--- config.mk ---
export PLATFORM = sky130hd
export DESIGN_NAME = rst_gen_stretch
export DESIGN_NICKNAME = d
export VERILOG_FILES = /design/src/rtl/rg_pkg.sv /design/src/rtl/rg_sync.sv /design/src/rtl/rg_src_combine.sv /design/src/rtl/rg_stretch.sv /design/src/rtl/rst_gen_stretch.sv
export SDC_FILE = /design/constraint.sdc
export NUM_CORES = 1
export LEC_CHECK = 0
export BUFFER_PORTS_ARGS = -buffer_cell sky130_fd_sc_hd__buf_2
export CAP_MARGIN = 20
export CORE_MARGIN = 5
export CORE_UTILIZATION = 27
export DETAILED_ROUTE_END_ITERATION = 10
export SLEW_MARGIN = 20
export SYNTH_ARGS = -nofsm -noshare
export SYNTH_HDL_FRONTEND = slang
export SYNTH_SLANG_ARGS = --single-unit
--- constraint.sdc ---
create_clock -name clk -period 2.75 [get_ports clk]
set_input_delay 0.275 -clock clk [delete_from_list [all_inputs] [get_ports clk]]
set_output_delay 0.275 -clock clk [all_outputs]
set_load 0.03 [all_outputs]
--- src/rtl/rg_pkg.sv ---
package rg_pkg;
   typedef struct packed {
      logic manual;
      logic volt;
      logic ldog;
   } rg_src_t;

   localparam int unsigned RG_MIN_SYNC = 2;
endpackage

--- src/rtl/rg_sync.sv ---
module rg_sync #(
   parameter int unsigned STAGES  = 2,
   parameter logic        RST_VAL = 1'b1
) (
   input  logic clk,
   input  logic rst_n,
   input  logic d,
   output logic q
);
   import rg_pkg::*;

   generate
      if (STAGES < RG_MIN_SYNC) begin : g_bad_stages
         $error("rg_sync: STAGES must be at least 2");
      end
   endgenerate

   logic [STAGES-1:0] chain;

   always_ff @(posedge clk or negedge rst_n) begin
      if (!rst_n) chain <= {STAGES{RST_VAL}};
      else        chain <= {chain[STAGES-2:0], d};
   end

   assign q = chain[STAGES-1];
endmodule

--- src/rtl/rg_src_combine.sv ---
module rg_src_combine #(
   parameter int unsigned NRAIL   = 4,
   parameter bit          REG_OUT = 1'b0
) (
   input  logic              clk,
   input  logic              rst_n,
   input  logic              mr_s_n,
   input  logic [NRAIL-1:0]  uv_flag,
   input  logic [NRAIL-1:0]  ov_flag,
   input  logic [NRAIL-1:0]  uv_en,
   input  logic [NRAIL-1:0]  ov_en,
   input  logic              ldog_expire,
   output rg_pkg::rg_src_t   src
);
   import rg_pkg::*;

   generate
      if (NRAIL < 1) begin : g_bad_nrail
         $error("rg_src_combine: NRAIL must be at least 1");
      end
   endgenerate

   logic [NRAIL-1:0] rail_hit;

   genvar gi;
   generate
      for (gi = 0; gi < NRAIL; gi++) begin : g_rail
         assign rail_hit[gi] = (uv_flag[gi] & uv_en[gi]) | (ov_flag[gi] & ov_en[gi]);
      end
   endgenerate

   rg_src_t src_c;
   always_comb begin
      src_c.manual = ~mr_s_n;
      src_c.volt   = |rail_hit;
      src_c.ldog   = ldog_expire;
   end

   generate
      if (REG_OUT) begin : g_reg
         rg_src_t src_q;
         always_ff @(posedge clk or negedge rst_n) begin
            if (!rst_n) src_q <= '0;
            else        src_q <= src_c;
         end
         assign src = src_q;
      end else begin : g_comb
         assign src = src_c;
      end
   endgenerate

   // with every enable cleared, the voltage path stays quiet
   p_mask_quiet_r6: assert property (@(posedge clk) disable iff (!rst_n)
      ((uv_en == '0) && (ov_en == '0)) |-> !src_c.volt);
endmodule

--- src/rtl/rg_stretch.sv ---
module rg_stretch #(
   parameter int unsigned TW = 8
) (
   input  logic          clk,
   input  logic          rst_n,
   input  logic          src_any,
   input  logic          tick,
   input  logic [TW-1:0] timeout_cfg,
   output logic          asserted
);
   generate
      if (TW < 1) begin : g_bad_tw
         $error("rg_stretch: TW must be at least 1");
      end
   endgenerate

   logic [TW-1:0] cnt;
   logic          done;

   assign done = (cnt >= timeout_cfg);

   always_ff @(posedge clk or negedge rst_n) begin
      if (!rst_n) begin
         asserted <= 1'b1;
         cnt      <= '0;
      end else if (src_any) begin
         asserted <= 1'b1;
         cnt      <= '0;
      end else if (asserted) begin
         if (done) begin
            asserted <= 1'b0;
            cnt      <= '0;
         end else if (tick) begin
            cnt <= cnt + 1'b1;
         end
      end
   end

   // any active source holds the reset on the following cycle
   p_src_holds_r5: assert property (@(posedge clk) disable iff (!rst_n)
      src_any |=> asserted);
   // an active source restarts the countdown
   p_restart_r9: assert property (@(posedge clk) disable iff (!rst_n)
      src_any |=> (cnt == '0));
   // release only follows a quiet cycle
   p_quiet_release_r2: assert property (@(posedge clk) disable iff (!rst_n)
      $fell(asserted) |-> $past(!src_any));
   // without a strobe the count holds
   p_tick_only_r11: assert property (@(posedge clk) disable iff (!rst_n)
      (!tick && !src_any && asserted && !done) |=> $stable(cnt));
endmodule

--- src/rtl/rst_gen_stretch.sv ---
module rst_gen_stretch #(
   parameter int unsigned NRAIL       = 4,
   parameter int unsigned TW          = 8,
   parameter int unsigned SYNC_STAGES = 2,
   parameter bit          SRC_REG     = 1'b0
) (
   input  logic             clk,
   input  logic             rst_n,
   input  logic             mr_n,
   input  logic [NRAIL-1:0] uv_flag,
   input  logic [NRAIL-1:0] ov_flag,
   input  logic [NRAIL-1:0] uv_en,
   input  logic [NRAIL-1:0] ov_en,
   input  logic             ldog_expire,
   input  logic             tick,
   input  logic [TW-1:0]    timeout_cfg,
   output logic             rst_out_n,
   output logic             rst_busy
);
   import rg_pkg::*;

   logic    mr_s_n;
   rg_src_t src;
   logic    src_any;
   logic    asserted;

   rg_sync #(.STAGES(SYNC_STAGES), .RST_VAL(1'b1)) u_mr_sync (
      .clk(clk), .rst_n(rst_n), .d(mr_n), .q(mr_s_n));

   rg_src_combine #(.NRAIL(NRAIL), .REG_OUT(SRC_REG)) u_combine (
      .clk(clk), .rst_n(rst_n), .mr_s_n(mr_s_n),
      .uv_flag(uv_flag), .ov_flag(ov_flag), .uv_en(uv_en), .ov_en(ov_en),
      .ldog_expire(ldog_expire), .src(src));

   assign src_any = src.manual | src.volt | src.ldog;

   rg_stretch #(.TW(TW)) u_stretch (
      .clk(clk), .rst_n(rst_n), .src_any(src_any), .tick(tick),
      .timeout_cfg(timeout_cfg), .asserted(asserted));

   assign rst_out_n = ~asserted;
   assign rst_busy  = asserted;

   // synchronized manual reset forces the output low regardless of masks
   p_manual_forces_r3: assert property (@(posedge clk) disable iff (!rst_n)
      (!mr_s_n && !SRC_REG) |=> !rst_out_n);
   // expiry pulse asserts the reset
   p_ldog_forces_r8: assert property (@(posedge clk) disable iff (!rst_n)
      (ldog_expire && !SRC_REG) |=> !rst_out_n);
   // output cannot rise while the manual pin is seen low
   p_mr_hold_r4: assert property (@(posedge clk) disable iff (!rst_n)
      $rose(rst_out_n) |-> $past(mr_s_n));
endmodule

==> results of run 1 <==
[worst max-delay path by stage]
stage	to	depth (start not counted)	slack [ns]	startpoint
after CTS	u_stretch.cnt[1]	7	0.60	u_stretch.cnt[0]
after global routing	u_stretch.cnt[1]	7	0.44	u_stretch.cnt[0]
after global placement	u_stretch.cnt[1]	7	0.68	u_stretch.cnt[0]
final	u_stretch.cnt[6]	7	0.61	u_stretch.cnt[0]
after detailed placement	u_stretch.cnt[5]	7	0.62	u_stretch.cnt[0]
after floorplan	u_stretch.cnt[3]	8	0.81	u_stretch.cnt[0]
[critical path: stages (launching register included)]
cell,delay [ns]
dfrtp_1,0.39
inv_1,0.09
ha_1,0.28
nand2b_4,0.13
a2111o_1,0.44
a31oi_4,0.40
o21ai_0,0.17
a21oi_1,0.16
[kinds of logic (layout without fill, tap and decap cells)]
kind of cell / after synthesis / after routing / synth area share [%]
AOI/OAI and AO/OA: 22 / 22 / 19.4
adders and majority gates: 9 / 9 / 13.8
buffers and inverters: 12 / 45 / 7.35
DFF: 11 / 11 / 34.2
and+or+nand+nor: 42 / 42 / 25.3
[power by group through the flow]
stage,combinational [mW],clock (mW),sequential (mW)
after detailed placement,0.0433,0,0.168
final,0.0433,0.106,0.165
after global routing,0.0503,0.120,0.165
after CTS,0.0445,0.112,0.165
after global placement,0.0412,0,0.168
after floorplan,0.0172,0,0.168
[per-layer routing]
metal,track usage (%),routed length [um]
met5,0,0
met4,3.89,29
met3,4.51,176
met1,10.5,805
met2,16.5,901
[final cells by class]
class,instances,area share (%)
Multi-Input combinational cell,73,46.8
Sequential cell,11,27.3
Timing Repair Buffer,31,15.7
Tap cell,33,4.04
Inverter,10,3.67
Clock buffer,4,2.57
[registers in the layout (all words and copies together), names as in the netlist]
name and count:
u_mr_sync.chain 2, u_stretch.asserted 1, u_stretch.cnt 8
[metrics by stage]
| step | total power [mW] | instances |
|---|---|---|
| after detailed placement | 0.211 | 157 |
| after global placement | 0.209 | 157 |
| after floorplan | 0.185 | 96 |
| after CTS | 0.322 | 162 |
| final | 0.314 | 162 |
| after global routing | 0.335 | 162 |
[cell usage in the layout, fill, tap and decap left out, types with 2 or more instances in the layout]
| cell | count |
|---|---|
| buf_2 | 30 |
| nand2_1 | 18 |
| inv_1 | 10 |
| ha_1 | 9 |
| dfrtp_1 | 8 |
| nand3_1 | 6 |
| a31oi_1 | 6 |
| o21ai_0 | 4 |
| a21oi_1 | 4 |
| nand4_1 | 4 |
| nor3_1 | 4 |
| nor2_1 | 3 |
| clkbuf_4 | 3 |
| dfstp_2 | 3 |
| a22oi_1 | 2 |
==> summary.md, run 1 <==
| Metric | Value |
|---|---|
| Status | completed |
| Number of global-route vias before repair | 809 |
| TritonCTS clock tree | built |
| Antenna violations before repair | 0 |
| Wirelength, routed | 1910 um |
| Std-Cell Core Area | 2980 um^2 |
| Max FO, Critical Path | 15 |
| Width of the die | 65.0 um |
| Max transition margin | 72.1% |
| Number of remaining DRC errors | 0 |
| Count of flip-flops with a built-in enable after synthesis | 0 |
| Critical path launch point type | flop |
| Top FF cell, synth | dfrtp_1 |
| Avg WL per Cell | 11.8 um |
| Pin count of the biggest net entering global routing | 16 |
| Cell area power density | 307 nW/um^2 |
| Placed cell areas | 986 um^2 |
| Relative contribution of sequential cells to total power | 52.6% |
| Post-DP HPWL | 1550 um |
| Final RePlAce weighted congestion | 0.831 |
| Post-synthesis cell area | 817 um^2 |
| Number of nets in the finished design | 168 |
| Upper clock frequency limit | 466 MHz |
| First-pass GRT wire length | 3290 um |
| Worst slack, placed | 0.623 ns |
| Area of combinational cells with multiple inputs | 478 um^2 |
| Min-delay src | mr_n |
| Commonest cells post-synth | 18 x nand2_1, 10 x inv_1, 9 x ha_1, 8 x dfrtp_1 |
| Number of antenna cells inserted | 0 |
| Insertion delay of the later-clocked pin in the worst-skew pair | 0.27 ns |
| R2R Path End | u_stretch.cnt[6] |
| Startpoint of the worst register-to-register path | u_stretch.cnt[0] |
| Maxcap violations | 0 |
| Fraction of synthesis flops using an asynchronous set or reset pin | 100% |
| Ys Warns | 0 |
| Share of cells above drive strength 1 | 31.0% |
| Remaining antenna violation count after routing | 0 |
| Area leader, netlist | dfrtp_1 |
| Post-DR vias/cell | 5.02 |
| Clock buffer depth | 2 |
| Max rail drop VDD | 241 uV |
| Number of I/O pins | 31 |
| Global-route usage over all layers | 9.74% |
| Clock Pin Slew Worst Setup and Hold Paths | 0.07 ns |
| Sequential Area | 279 um^2 |
| Layout overhead on the synthesized area | 25.1% |
| Library cell with the highest instance count after synthesis | nand2_1 |
| Placement row count | 20 |
| Endpoint of the worst hold path | u_mr_sync.chain[0] |
| Fin Setup TNS | 0 ns |
| Per-instance average area after synthesis | 8.51 um^2 |
| Cells resized by post-CTS repair | 0 |
| Final Slew Violations | 0 |
| Post-CTS Repair Setup Buffers | 0 |
| Die span in y | 65.0 um |
| P_int | 245 uW |
| End-of-flow core utilization | 34.3% |
| Top area cells in the synthesized netlist | dfrtp_1 25%, ha_1 14%, dfstp_2 9.6% |
| Violation count after the first detailed-route iteration | 24 |
| Yosys reg bits | 11 |
| Path class of the lowest-slack min-delay path | input port to flop |
| Final hold vios | 0 |
| Shortest clock period the worst path allows after layout | 2.14 ns |
| Leak | 0.494 nW |
| Depth of the worst register-to-register path | 7 |
| Post-synthesis cell count | 96 |
| Type of element capturing the critical path | flop |
| Worst hold path depth | 1 |
| Sink count of the clock tree | 11 |
| Part of the power in combinational logic | 13.8% |
| First-pass DRT Iterations | 4 |
| Worst reg2reg setup slack | 0.61 ns |
| Setup CP Type | flop to flop |
| CTS root buf | clkbuf_4 |
| Floorplan die area | 4230 um^2 |
| Clock tree skew after final layout | 0.00872 ns |
| Number of filler instances in the final layout | 313 |
| Slew @ Worst Pin | 0.418 ns |
| Final standard cell area without fillers | 1020 um^2 |
| Fraction of post-synthesis cell area in the top cell type by area | 24.5% |
| Vias after detailed routing | 814 |
| Switching power total | 68.9 uW |
| Number of nets produced by synthesis | 134 |
| Port bufs | 30 |
| Maximum level of the CTS H-tree | 1 |
| Post-CTS Hold Fix Bufs | 1 |
| Final setup margin | 0.606 ns |
| Switching share of power | 21.9% |
| RSZ-0062 raised after global routing | no |
| Sequential element share of the synthesized area | 34.2% |
| GR Overflow Total | 0 |
| Arrival time of data at the critical path endpoint | 2.32 ns |
| Number of clock buffers inserted by TritonCTS | 3 |
| Number of endpoints failing setup at the final stage | 0 |
| CP Data Required Time | 2.93 ns |
| Initial core utilization | 27.4% |
| Power share of the clock group | 33.6% |
| Hold slack | 0.115 ns |
| Part of the cycle the worst path needs | 78.0% |
| Number of distinct library cells after synthesis | 27 |
(Power assumes the default switching activity.)
==> inputs of run 2 (changes only) <==
Settings changed: ABC_AREA set to 1.
Clock period 2.75 ns to 2 ns, I/O delays scaled along.
==> run 2 against run 1 <==
  * Hold slack lost 0.087 ns
  * Die area grew 14%
  * Fmax grew 27%
  * Register-to-register slack lost 0.30 ns
  * Sequential power grew 39%
  * Cell count grew 35%
  * Synthesized cell count grew 44%
  * Total power grew 42%
  * Routed wire length grew 0.57%
  * First-iteration DRC count grew 120%
  * Via count grew 8.2%
  * Critical endpoint is now u_stretch.cnt[4]
==> summary.md, run 2 <==
| Metric | Value |
|---|---|
| Max rail drop VDD | 164 uV |
| Cell area power density | 373 nW/um^2 |
| Part of the power in combinational logic | 15.5% |
| Switching share of power | 24.4% |
| Relative contribution of sequential cells to total power | 51.5% |
| Startpoint of the worst register-to-register path | u_stretch.cnt[0] |
| Number of filler instances in the final layout | 371 |
| Status | completed |
| First-pass DRT Iterations | 4 |
| Post-synthesis cell area | 953 um^2 |
| Avg WL per Cell | 8.79 um |
| Number of antenna cells inserted | 0 |
| Fraction of post-synthesis cell area in the top cell type by area | 21.0% |
| Final RePlAce weighted congestion | 0.847 |
| CP Data Required Time | 2.16 ns |
| Std-Cell Core Area | 3390 um^2 |
| Maxcap violations | 0 |
| First-pass GRT wire length | 3390 um |
| Count of flip-flops with a built-in enable after synthesis | 0 |
| Path class of the lowest-slack min-delay path | input port to flop |
| Leak | 0.727 nW |
| Global-route usage over all layers | 8.41% |
| RSZ-0062 raised after global routing | no |
| Post-synthesis cell count | 138 |
| Area leader, netlist | dfrtp_1 |
| Wirelength, routed | 1930 um |
| Type of element capturing the critical path | flop |
| Width of the die | 69.4 um |
| Per-instance average area after synthesis | 6.91 um^2 |
| Violation count after the first detailed-route iteration | 52 |
| Number of endpoints failing setup at the final stage | 0 |
| Maximum level of the CTS H-tree | 1 |
| Worst reg2reg setup slack | 0.31 ns |
| Slew @ Worst Pin | 0.241 ns |
| Number of nets produced by synthesis | 176 |
| Sink count of the clock tree | 11 |
| Max FO, Critical Path | 10 |
| Number of global-route vias before repair | 835 |
| Post-CTS Repair Setup Buffers | 0 |
| Yosys reg bits | 11 |
| Highest-count cells in the layout ignoring fill and taps | 46 x nand2_1, 30 x buf_2, 25 x inv_1, 10 x nor2_1, 10 x nand3_1 |
| Clock buffer depth | 2 |
| Share of cells above drive strength 1 | 27.2% |
| Post-DR vias/cell | 4.02 |
| Final Slew Violations | 0 |
| Number of remaining DRC errors | 0 |
| Fin Setup TNS | 0 ns |
| Final hold vios | 0 |
| Number of distinct library cells after synthesis | 20 |
| Worst hold path depth | 1 |
| Power share of the clock group | 32.9% |
| Worst slack, placed | 0.304 ns |
| GR Overflow Total | 0 |
| Commonest cells post-synth | 46 x nand2_1, 25 x inv_1, 10 x nand3_1, 10 x nor2_1, 9 x ha_1 |
| Switching power total | 109 uW |
| Antenna violations before repair | 0 |
| Number of nets in the finished design | 212 |
| Floorplan die area | 4820 um^2 |
| CTS root buf | clkbuf_4 |
| Shortest clock period the worst path allows after layout | 1.69 ns |
| Endpoint of the worst hold path | u_mr_sync.chain[0] |
| Number of I/O pins | 31 |
| Sequential element share of the synthesized area | 29.3% |
| Initial core utilization | 28.1% |
| Setup CP Type | flop to flop |
| Die span in y | 69.4 um |
| Remaining antenna violation count after routing | 0 |
| Library cell with the highest instance count after synthesis | nand2_1 |
| Clock Pin Slew Worst Setup and Hold Paths | 0.07 ns |
| Critical path launch point type | flop |
| Vias after detailed routing | 881 |
| Leading cell type in the layout, fill and taps excluded | nand2_1 |
| Top area cells in the synthesized netlist | dfrtp_1 21%, nand2_1 18%, ha_1 12% |
| Largest registers ranked by flip-flop count | u_stretch.cnt: 8 flops, u_mr_sync.chain: 2 flops, u_stretch.asserted: 1 flops |
| Insertion delay of the later-clocked pin in the worst-skew pair | 0.26 ns |
| Number of flip-flops under the largest register name | 8 |
| Pin count of the biggest net entering global routing | 12 |
| Port bufs | 30 |
| Min-delay src | mr_n |
| Layout overhead on the synthesized area | 25.7% |
| Largest register by flop count | u_stretch.cnt |
| Ys Warns | 0 |
| TritonCTS clock tree | built |
| Part of the cycle the worst path needs | 84.6% |
| Clock tree skew after final layout | 0.00422 ns |
| R2R Path End | u_stretch.cnt[4] |
| End-of-flow core utilization | 35.4% |
| Fraction of synthesis flops using an asynchronous set or reset pin | 100% |
| P_int | 338 uW |
| Upper clock frequency limit | 591 MHz |
| Number of clock buffers inserted by TritonCTS | 3 |
| Placement row count | 21 |
| Depth of the worst register-to-register path | 14 |
| Final setup margin | 0.308 ns |
| Top FF cell, synth | dfrtp_1 |
| Max transition margin | 83.9% |
| Post-DP HPWL | 1670 um |
| Arrival time of data at the critical path endpoint | 1.85 ns |
run 2: cell count changes after synthesis, sizes merged, moves of 2 or more:
cell,delta
nor3,-3
buf,-2
nand4,+2
a22oi,-2
nor2,+8
xor2,+2
a31oi,-7
nand2b,-2
nand2,+31
inv,+18
nand3,+5
run 2: final cells by class:
class | instances | area, um^2 | area share [%]
Sequential cell | 11 | 279 | 23.3
Multi-Input combinational cell | 98 | 552 | 46.0
Tap cell | 46 | 57.6 | 4.80
Timing Repair Buffer | 31 | 160 | 13.4
Clock buffer | 3 | 22.5 | 1.88
Clock inverter | 1 | 5.00 | 0.418
Inverter | 29 | 123 | 10.2
run 2: metal layers:
metal  vias to the layer above  track usage, %  part of all wire [%]
met3                         2            1.88                   3.0
met5                         -               0                     0
li1                        499               -                     -
met4                         0            3.90                  0.62
met2                         9            13.5                    47
met1                       371            10.7                    49
run 2: per-stage QoR:
stage	area [um^2]	hold slack (ns)	cells	power [mW]
floorplan	953	-0.0956	138	0.267
global placement	1160	0.0806	214	0.302
detailed placement	1160	0.0818	214	0.304
CTS	1200	0.0159	219	0.459
global route	1200	0.00702	219	0.484
finish	1200	0.0279	219	0.447
run 2: worst max-delay path by stage:
| stage | slack [ns] | to | depth (start not counted) | startpoint |
|---|---|---|---|---|
| after floorplan | 0.45 | u_stretch.cnt[2] | 14 | u_stretch.cnt[0] |
| after global placement | 0.34 | u_stretch.cnt[4] | 14 | u_stretch.cnt[0] |
| after detailed placement | 0.30 | u_stretch.cnt[2] | 14 | u_stretch.cnt[0] |
| after CTS | 0.29 | u_stretch.cnt[4] | 14 | u_stretch.cnt[0] |
| after global routing | 0.06 | u_stretch.cnt[0] | 13 | u_stretch.cnt[0] |
| final | 0.31 | u_stretch.cnt[4] | 14 | u_stretch.cnt[0] |
run 2: kinds of logic after synthesis:
group / count (synthesis) / share of synthesized area (%)
buf+inv: 29 / 12.9
simple gates: 78 / 39.1
flops: 11 / 29.3
compound gates: 9 / 5.12
xor+xnor: 2 / 1.84
fa+ha+maj: 9 / 11.8
run 2: power by group through the flow:
stage | Sequential, mW | Clock [mW] | Combinational [mW]
after CTS | 0.230 | 0.157 | 0.0711
after global routing | 0.231 | 0.171 | 0.0829
after detailed placement | 0.235 | 0 | 0.0691
after floorplan | 0.234 | 0 | 0.0334
after global placement | 0.235 | 0 | 0.0676
final | 0.230 | 0.147 | 0.0694
run 2: what timing repair did:
action / CTS / global route
hold endpoints to repair: 8 / 0
hold buffers: 1 / 0
gates resized for setup: 0 / 0
run 2: worst max-delay path, cell delays in order, from the launching register on:
cell and delay [ns]:
dfrtp_1 0.39, inv_1 0.07, ha_1 0.27, inv_1 0.05
nand2_1 0.04, nand2_1 0.05, nand2_1 0.05, nand2_1 0.05
nand2_1 0.05, nand2_2 0.15, nand3_4 0.16, nand2_8 0.12
nand2_1 0.05, nand2_1 0.06, inv_1 0.04
==> inputs of run 3 (changes only) <==
Clock period 2 ns to 1.7 ns, I/O delays scaled along.
==> run 3 against run 2 <==
  * Cell count up 4.6%
  * Sequential share of layout area down 2.1 points
  * Routed wire length up 13%
  * Via count up 9.1%
  * Final area up 10%
  * Critical path depth down 6
  * Register-to-register slack worse by 0.24 ns
  * Global-route usage up 0.54 points
  * Critical path type unchanged
  * Largest cell class unchanged
  * Largest power group unchanged
==> summary.md, run 3 (same netlist as run 2, synthesis figures left out) <==
| Metric | Value |
|---|---|
| Insertion delay of the later-clocked pin in the worst-skew pair | 0.27 ns |
| Placed cell areas | 1210 um^2 |
| Max FO, Critical Path | 8 |
| Sink count of the clock tree | 11 |
| Largest registers ranked by flip-flop count | u_stretch.cnt: 8 flops, u_mr_sync.chain: 2 flops, u_stretch.asserted: 1 flops |
| Antenna violations before repair | 0 |
| Launch point of the critical path | u_stretch.cnt[7] |
| Part of the cycle the worst path needs | 96.1% |
| RSZ-0062 raised after global routing | yes |
| Number of remaining DRC errors | 0 |
| Number of clock buffers inserted by TritonCTS | 3 |
| Slew @ Worst Pin | 0.252 ns |
| First-pass GRT wire length | 3590 um |
| CTS root buf | clkbuf_4 |
| Non-filler instance count after layout | 229 |
| Die span in y | 69.4 um |
| Violation count after the first detailed-route iteration | 47 |
| Post-DP HPWL | 1790 um |
| Leak | 0.793 nW |
| Vias after detailed routing | 961 |
| Maximum level of the CTS H-tree | 1 |
| Number of endpoints failing setup at the final stage | 0 |
| Final Slew Violations | 0 |
| Number of flip-flops under the largest register name | 8 |
| Number of nets in the finished design | 222 |
| Number of global-route vias before repair | 870 |
| Setup CP Type | flop to flop |
| Status | completed |
| Max transition margin | 83.2% |
| Arrival time of data at the critical path endpoint | 1.79 ns |
| Critical path launch point type | flop |
| Port bufs | 30 |
| Highest-count cells in the layout ignoring fill and taps | 37 x nand2_1, 30 x buf_2, 22 x inv_1, 10 x nor2_1, 10 x nand3_1 |
| Avg WL per Cell | 9.47 um |
| Width of the die | 69.4 um |
| Remaining antenna violation count after routing | 0 |
| Pin count of the biggest net entering global routing | 12 |
| First-pass DRT Iterations | 4 |
| CP Data Required Time | 1.86 ns |
| TritonCTS clock tree | built |
| Cell area power density | 411 nW/um^2 |
| End-of-flow core utilization | 38.9% |
| Startpoint of the worst register-to-register path | u_stretch.cnt[7] |
| Hold slack | 0.293 ns |
| Clock Pin Slew Worst Setup and Hold Paths | 0.08 ns |
| Number of antenna cells inserted | 0 |
| Final standard cell area without fillers | 1320 um^2 |
| Upper clock frequency limit | 612 MHz |
| Wirelength, routed | 2170 um |
| Final hold vios | 0 |
| Leading cell type in the layout, fill and taps excluded | nand2_1 |
| Clock tree skew after final layout | 0.00942 ns |
| Shortest clock period the worst path allows after layout | 1.63 ns |
| Final RePlAce weighted congestion | 0.821 |
| Floorplan die area | 4820 um^2 |
| Largest register by flop count | u_stretch.cnt |
| Number of I/O pins | 31 |
| GR Overflow Total | 0 |
| Clock buffer depth | 2 |
| Layout overhead on the synthesized area | 38.5% |
| Share of cells above drive strength 1 | 37.7% |
| Std-Cell Core Area | 3390 um^2 |
| Initial core utilization | 28.1% |
| Maxcap violations | 0 |
| Final setup margin | 0.0669 ns |
| Placement row count | 21 |
| Worst slack, placed | 0.0360 ns |
| Placed cell count | 220 |
| Type of element capturing the critical path | flop |
| Path class of the lowest-slack min-delay path | input port to async pin |
| Max rail drop VDD | 141 uV |
| Global-route usage over all layers | 8.95% |
| Post-DR vias/cell | 4.20 |
==> run 3: cell count changes in the layout (fill, tap and decap cells not counted) <==
cell	change
inv_2	+3
inv_1	-3
dlygate4sd3_1	+1
ha_1	-1
nand2_4	+2
nand2_1	-9
nand2_2	+8
buf_4	+8
ha_4	+1
==> run 3: layer usage <==
layer	part of all wire [%]	routed length [um]	vias to the layer above	track usage, %
li1	-	-	520	-
met1	45	981	426	11.4
met2	50	1090	13	14.6
met3	3.6	77	2	1.74
met4	0.88	19	0	3.90
met5	0	0	-	0
==> run 3: final cells by class <==
class / count / area [um^2]
inverters: 29 / 123
multi-input cells: 99 / 603
clock inverters: 1 / 5.00
flip-flops and latches: 11 / 279
repair buffers: 40 / 230
fillers: 357 / 2070
well taps: 46 / 57.6
clock buffers: 3 / 22.5
==> run 3: final timing paths <==
kind	slack (ns)	endpoint	depth (start not counted)
max reg2reg	0.07	u_stretch.cnt[5]	8
min	0.29	u_stretch.cnt[0]	2
min reg2reg	0.36	u_mr_sync.chain[1]	0
min in group clk	0.36	u_stretch.cnt[0]	6
max	0.07	u_stretch.cnt[5]	8
max in group asynchronous	1.15	u_stretch.asserted	2
==> run 3: timing repair <==
action,in CTS,in global routing
buffers inserted,0,2
resized for setup,0,14
hold endpoints to repair,12,0
hold buffers,2,0
setup endpoints to repair,0,8
==> run 3: power by group <==
part	internal, mW	switching (mW)	leakage [nW]
Clock	0.0870	0.0913	0.0177
Sequential	0.268	0.00233	0.143
Combinational	0.0496	0.0447	0.632
Total	0.405	0.138	0.793
==> run 3: worst max-delay path, cell delays in order, from the launching register on <==
cell     delay (ns)
dfrtp_1        0.39
ha_1           0.29
a21oi_1        0.16
o21a_2         0.23
nand3_4        0.17
nand2_4        0.13
nand2_1        0.05
nand2_1        0.06
inv_1          0.04
==> run 3: per-stage QoR <==
step           TNS [ns]  power [mW]
2_1_floorplan         0       0.315
3_3_place_gp          0       0.359
3_5_place_dp          0       0.361
4_1_cts               0       0.552
5_1_grt          -0.468       0.579
6_report              0       0.543
